## config.mk

```make
export PLATFORM = sky130hd
export DESIGN_NAME = sys_reset_ctl
export DESIGN_NICKNAME = d
export VERILOG_FILES = /design/src/rtl/rcr_pkg.sv /design/src/rtl/rcr_port_decode.sv /design/src/rtl/rcr_req_pulse.sv /design/src/rtl/rcr_store.sv /design/src/rtl/sys_reset_ctl.sv
export SDC_FILE = /design/constraint.sdc
export NUM_CORES = 1
export LEC_CHECK = 0
export BUFFER_PORTS_ARGS = -buffer_cell sky130_fd_sc_hd__buf_2
export CORE_AREA = 2 2 39 41
export CTS_CLUSTER_DIAMETER = 200
export DETAILED_ROUTE_END_ITERATION = 16
export DIE_AREA = 0 0 41 43
export GPL_ROUTABILITY_DRIVEN = 0
export HOLD_SLACK_MARGIN = 0.12
export PLACE_DENSITY = 0.56
export SLEW_MARGIN = 40
export SYNTH_ARGS = -nofsm -noshare
export SYNTH_HDL_FRONTEND = slang
export SYNTH_HIERARCHICAL = 1
export SYNTH_SLANG_ARGS = --single-unit
```

## constraint.sdc

```tcl
create_clock -name clk -period 0.82 [get_ports clk]
set_input_delay 0.123 -clock clk [delete_from_list [all_inputs] [get_ports clk]]
set_output_delay 0.123 -clock clk [all_outputs]
set_load 0.03 [all_outputs]
```

## src/rtl/rcr_pkg.sv

```systemverilog
package rcr_pkg;

  parameter int ADDR_W = 16;
  parameter int DATA_W = 8;
  parameter logic [ADDR_W-1:0] PORT_ADDR = 16'hCF9;
  parameter int TRIG_BIT = 2;
  parameter int TYPE_BIT = 1;

  typedef logic [DATA_W-1:0] rcr_byte_t;

  // access decoded against the port
  typedef struct packed {
    logic wr_hit;
    logic rd_hit;
    logic trig;
  } rcr_dec_t;

  function automatic logic port_match(input logic [ADDR_W-1:0] addr,
                                      input logic [ADDR_W-1:0] port);
    return addr == port;
  endfunction

  function automatic logic is_trigger(input rcr_byte_t d);
    return d[TRIG_BIT];
  endfunction

  // value kept by a non-trigger write
  function automatic rcr_byte_t keep_type(input rcr_byte_t d);
    rcr_byte_t m;
    m = '0;
    m[TYPE_BIT] = 1'b1;
    return d & m;
  endfunction

endpackage

```

## src/rtl/rcr_port_decode.sv

```systemverilog
module rcr_port_decode
  import rcr_pkg::*;
#(
  parameter int AW = ADDR_W,
  parameter int DW = DATA_W,
  parameter logic [AW-1:0] PORT = PORT_ADDR
) (
  input  logic [AW-1:0] io_addr,
  input  logic          io_wr,
  input  logic          io_rd,
  input  logic [DW-1:0] io_wdata,
  output rcr_dec_t      dec
);

  logic hit;

  always_comb begin
    hit        = port_match(io_addr, PORT);
    dec.wr_hit = io_wr & hit;
    dec.rd_hit = io_rd & hit;
    dec.trig   = dec.wr_hit & is_trigger(io_wdata);
  end

endmodule

```

## src/rtl/rcr_req_pulse.sv

```systemverilog
module rcr_req_pulse (
  input  logic clk,
  input  logic rst_n,
  input  logic trig,
  output logic rst_req
);

  always_ff @(posedge clk or negedge rst_n) begin
    if (!rst_n) rst_req <= 1'b0;
    else        rst_req <= trig;
  end


  trig_pulse_chk: assert property (@(posedge clk) disable iff (!rst_n)
    trig |=> rst_req);


  no_stray_req_chk: assert property (@(posedge clk) disable iff (!rst_n)
    !trig |=> !rst_req);

endmodule

```

## src/rtl/rcr_store.sv

```systemverilog
module rcr_store
  import rcr_pkg::*;
#(
  parameter int DW = DATA_W
) (
  input  logic          clk,
  input  logic          rst_n,
  input  rcr_dec_t      dec,
  input  logic [DW-1:0] io_wdata,
  output logic [DW-1:0] io_rdata,
  output logic          io_rvalid,
  output logic          reg_nonzero
);

  logic [DW-1:0] stored;
  logic          type_wr;

  assign type_wr     = dec.wr_hit & ~dec.trig;
  assign reg_nonzero = |stored;

  always_ff @(posedge clk or negedge rst_n) begin
    if (!rst_n)       stored <= '0;
    else if (type_wr) stored <= keep_type(io_wdata);
  end

  always_ff @(posedge clk or negedge rst_n) begin
    if (!rst_n) begin
      io_rvalid <= 1'b0;
      io_rdata  <= '0;
    end else begin
      io_rvalid <= dec.rd_hit;
      io_rdata  <= dec.rd_hit ? stored : '0;
    end
  end


  trig_hold_chk: assert property (@(posedge clk) disable iff (!rst_n)
    dec.trig |=> $stable(stored));


  type_only_chk: assert property (@(posedge clk) disable iff (!rst_n)
    type_wr |=> stored == ($past(io_wdata) & (1 << TYPE_BIT)));


  rvalid_src_chk: assert property (@(posedge clk) disable iff (!rst_n)
    !dec.rd_hit |=> !io_rvalid && io_rdata == '0);


  flag_match_chk: assert property (@(posedge clk) disable iff (!rst_n)
    io_rvalid |-> (io_rdata != '0) == $past(reg_nonzero));

endmodule

```

## src/rtl/sys_reset_ctl.sv

```systemverilog
module sys_reset_ctl
  import rcr_pkg::*;
#(
  parameter int AW = ADDR_W,
  parameter int DW = DATA_W,
  parameter logic [AW-1:0] PORT = PORT_ADDR
) (
  input  logic          clk,
  input  logic          rst_n,
  input  logic [AW-1:0] io_addr,
  input  logic          io_wr,
  input  logic          io_rd,
  input  logic [DW-1:0] io_wdata,
  output logic [DW-1:0] io_rdata,
  output logic          io_rvalid,
  output logic          rst_req,
  output logic          reg_nonzero
);

  rcr_dec_t dec;

  rcr_port_decode #(.AW(AW), .DW(DW), .PORT(PORT)) u_dec (
    .io_addr (io_addr),
    .io_wr   (io_wr),
    .io_rd   (io_rd),
    .io_wdata(io_wdata),
    .dec     (dec)
  );

  rcr_store #(.DW(DW)) u_store (
    .clk        (clk),
    .rst_n      (rst_n),
    .dec        (dec),
    .io_wdata   (io_wdata),
    .io_rdata   (io_rdata),
    .io_rvalid  (io_rvalid),
    .reg_nonzero(reg_nonzero)
  );

  rcr_req_pulse u_pulse (
    .clk    (clk),
    .rst_n  (rst_n),
    .trig   (dec.trig),
    .rst_req(rst_req)
  );


  off_port_chk: assert property (@(posedge clk) disable iff (!rst_n)
    (io_addr != PORT) |=> !rst_req && !io_rvalid);


  off_port_wr_chk: assert property (@(posedge clk) disable iff (!rst_n)
    (io_wr && io_addr != PORT && !io_rd) |=> $stable(reg_nonzero));

endmodule

```

After elaboration in Yosys (flattened, before gate mapping)
Cells that the tools add are included.
{ "op_classes": {"n_bitwise": 5, "muxes": 1, "n_eq_ne": 1} }
{ "op_table": {"columns": ["operator", "n"], "rows": [
  ["equality test 16 x 12 -> 1 bit (second input constant)", 1],
  ["AND 1 bit", 4],
  ["two-way mux 2 bit", 1],
  ["NOT 1 bit", 1]
]} }
{ "word_totals": {"regBits": 5, "output_inout_bits": 11, "elab_cells": 11, "input_bits": 28} }

Logic depth before layout (Yosys ltp)
{ "logic_depth": {"depth_word": 5, "ltp_mapped": 5, "depth_no_buf": 5} }

Modules after synthesis
Netlist, hierarchy kept.
{ "modules_own_cells": {"columns": ["mod", "area_each_um2", "cells_per_inst", "instances", "seq_area_each_um2"], "rows": [
  ["rcr_store", 166.4, 14, 1, 75.1],
  ["rcr_port_decode", 86.3, 8, 1, 0.0],
  ["rcr_req_pulse", 25.0, 1, 1, 25.0]
]} }

Least setup slack after synthesis
OpenSTA, ideal clock, no wires.
{ "synth_timing": {"path_kind": "input to register", "startpoint": "input io_addr[12]", "endpoint": "register u_store.stored[1]", "required_ps": 695, "cell_stages": 5, "path_buffers": 0, "setup_ps": 125, "t_arrival_ps": 1373, "setup_slack_ps": -678, "path_cell_list": "or4_4 nor4_2 and3_1 nor2b_4 mux2_4"} }
{ "synth_rtl": {"columns": ["element", "line", "text"], "rows": [
  ["start: declaration", "sys_reset_ctl.sv:10", "input logic [AW-1:0] io_addr,"],
  ["end signal: assignment", "rcr_store.sv:23", "else if (type_wr) stored <= keep_type(io_wdata);"],
  ["end: declaration", "rcr_store.sv:15", "logic [DW-1:0] stored;"]
]} }

==> summary.txt <==
Run status
  • Status: finished with violations
  • Failing checks: negative setup slack

Yosys
  • Sequential share of the synthesized area: 36.0%
  • Synth unique cells: 12
  • Compound-Gate Fraction of Synth Area: 0%
  • Post-Synth Adder-Cell Area: 0%
  • Number of synthesis warnings: 6
  • Dominant cell type by area after synthesis: dfrtp_1
  • Post-Syn Area: 278 µm²
  • Synthesized flop and latch total: 4
  • Synth top area cells: dfrtp_1 36%, buf_4 19%, nand4b_4 8.6%, and2_1 6.8%, mux2_4 5.4%
  • Syn avg cell area: 12.1 µm²
  • Post-synth EDFFs: 0
  • Simple-gate share of the synthesized area: 38.3%
  • Yosys top cell area share: 36.0%
  • Main combinational cell family by area after synthesis: simple AND/OR/NAND/NOR gates
  • Dominant synthesized flop cell: dfrtp_1
  • Ys async rst share: 100%
  • Most frequent cell after synthesis: buf_4
  • Syn Inst Count: 23
  • Post-synth top cells: 7 x buf_4, 4 x dfrtp_1, 3 x and2_1
  • Mux cell area share after synthesis: 5.41%
  • Synth Area in XOR/XNOR: 0%

Timing
  • Min Tclk post-route: 1410 ps
  • Max-slew violations: 0
  • TNS Setup: -1440 ps
  • Final Cycle Share: 172%
  • Setup violators final: 8
  • Hold_ws: 128 ps
  • Final WS setup: -593 ps
  • Final hold vios: 0
  • Fmax achieved: 0.708 GHz
  • RSZ-0062 raised after global routing: yes
  • Clock skew: 0.0224 ps

Power and ir drop
  • P_leak: 0.000268 µW
  • Pwr Total: 556 µW
  • Max VDD drop: 0.299 mV
  • P per Cell Area: 1160 nW/µm²

Route
  • Routed vias/inst: 3.85
  • 1st-pass router iterations: 2
  • Detailed Route WL: 586 µm
  • DR vias: 262
  • Antenna Nets Post-Route: 0
  • Routed len/inst: 8.62 µm
  • Drc violations: 0
  • DRT iter0 DRCs: 1

Critical path
  • Worst Setup Start Kind: primary input
  • Max stage delay on crit path: 530 ps
  • WS Path Type: primary input to flop
  • Worst Setup SP: io_addr[12]
  • Worst EP arrival: 1530 ps
  • CP endpoint kind: flop
  • R2R depth: 1
  • CP Cell Sequence: buf_6 -> or4_4 -> nor4_4 -> and2_1 -> nor2b_4 -> mux2_4
  • Highest-delay cell along the critical path: or4_4
  • Crit Reg-Reg Startpoint: u_store/stored[1]
  • CP required: 930 ps
  • CP max FO: 3

Flow run
  • Max-cap violations: 0

Place
  • Cells after DPL: 63
  • DP Wirelength: 521 µm
  • # port buffers: 25

Worst hold path
  • Worst hold path depth: 2
  • Hold WC Path Type: primary input to flop
  • Hold path startpoint: io_wdata[1]

CTS
  • Htree depth: 1
  • CTS max path bufs: 2
  • TritonCTS buffer count: 3
  • CTS sink cnt: 4
  • CTS Root Cell: clkbuf_4
  • CTS tree: built
  • Clk_lat worst skew: 230 ps
  • Worst-path clk slew: 40 ps

Floorplanning
  • Die ar.: 1760 µm²
  • Core ar.: 1380 µm²
  • Chip width: 41 µm
  • Starting density of the core: 20.1%
  • Row cnt: 14
  • Top Ports: 39
  • Die height: 43 µm

Cells and area
  • Synthesis-to-finish area growth: 72.1%
  • Finished Layout Cells: 68
  • Share of layout cells above drive strength 1: 67.3%
  • Final #Nets: 82
  • N_diodes: 0

Global routing
  • Tot GR Track Use: 7.21%
  • Largest net degree at the start of global routing: 5
  • Global-route wire length before repair: 800 µm
  • Vias in the first global route: 255
  • Initial antenna violation count: 0
  • Final global-route overflow total: 0
[through the flow]
step / util [%] / cell area [µm²] / setup slack, ps
global route: 34.5 / 478 / -627
global placement: 29.0 / 402 / -830
floorplan: - / 309 / -666
finish: 34.5 / 478 / -593
detailed placement: 29.0 / 402 / -851
CTS: 34.2 / 473 / -593
[report_power, final]
group / total [µW] / leakage (µW) / switching [µW] / internal [µW]
registers: 199 / 0.0000559 / 0.0146 / 199
logic: 118 / 0.000199 / 67.6 / 50.1
clock network: 240 / 0.0000138 / 76.3 / 163
[area by class of cell]
| class | count | area, µm² |
|---|---|---|
| multi-input combinational | 18 | 161 |
| timing repair buffer | 27 | 174 |
| fill | 144 | 906 |
| clock buffer | 3 | 22.5 |
| tap | 16 | 20.0 |
| sequential | 4 | 100 |
[sequential cells by signal (all words and copies together), names as in the netlist]
| register | count |
|---|---|
| u_pulse/rst_req | 1 |
| u_store/io_rvalid | 1 |
| u_store/io_rdata | 1 |
| u_store/stored | 1 |
[worst max-delay path, delay by kind of cell]
kind,cells,cell delay (ps)
simple gates,4,1020
buf+inv,1,90
mux,1,290
[routing by layer]
metal / up-vias / wire length [µm] / track usage [%]
met5: - / 0 / 0
met3: 0 / 108 / 1.57
met4: 0 / 0 / 8.00
met2: 28 / 276 / 11.6
li1: 125 / - / -
met1: 109 / 201 / 6.37
[placed cells by master, fill, tap and decap left out]
| cell type | instances |
|---|---|
| dlygate4sd3_1 | 1 |
| mux2_4 | 1 |
| clkbuf_4 | 3 |
| nand4bb_1 | 1 |
| dfrtp_1 | 4 |
| buf_2 | 20 |
| buf_6 | 5 |
| nand4b_1 | 1 |
| conb_1 | 7 |
| nand4b_4 | 1 |
| nor4_4 | 1 |
| buf_4 | 1 |
| and2_1 | 3 |
| and3_4 | 1 |
| nor2b_4 | 1 |
| or4_4 | 1 |
[worst paths after layout]
kind / to / slack [ps]
worst min-delay path: u_store/stored[1] / 130
worst max-delay path: u_store/stored[1] / -590
max in group asynchronous: u_store/io_rvalid / 470
worst min register to register: u_store/io_rdata[1] / 530
min in group asynchronous: u_store/io_rdata[1] / 230
worst max register to register: u_store/stored[1] / 50
[kinds of logic (layout without fill, tap and decap cells)]
family	Yosys count	in the layout
AND/OR/NAND/NOR	10	10
buffers and inverters	7	30
flip-flops	4	4
other	1	7
multiplexers	1	1
[repair_timing]
item                                    CTS  global route
resized for setup                         9             1
hold buffers                              1             0
endpoints found under the setup margin    8             8
buffers inserted                          1             0
pin swaps                                 2             1
endpoints found under the hold margin     4             0
(Power assumes the default switching activity.)
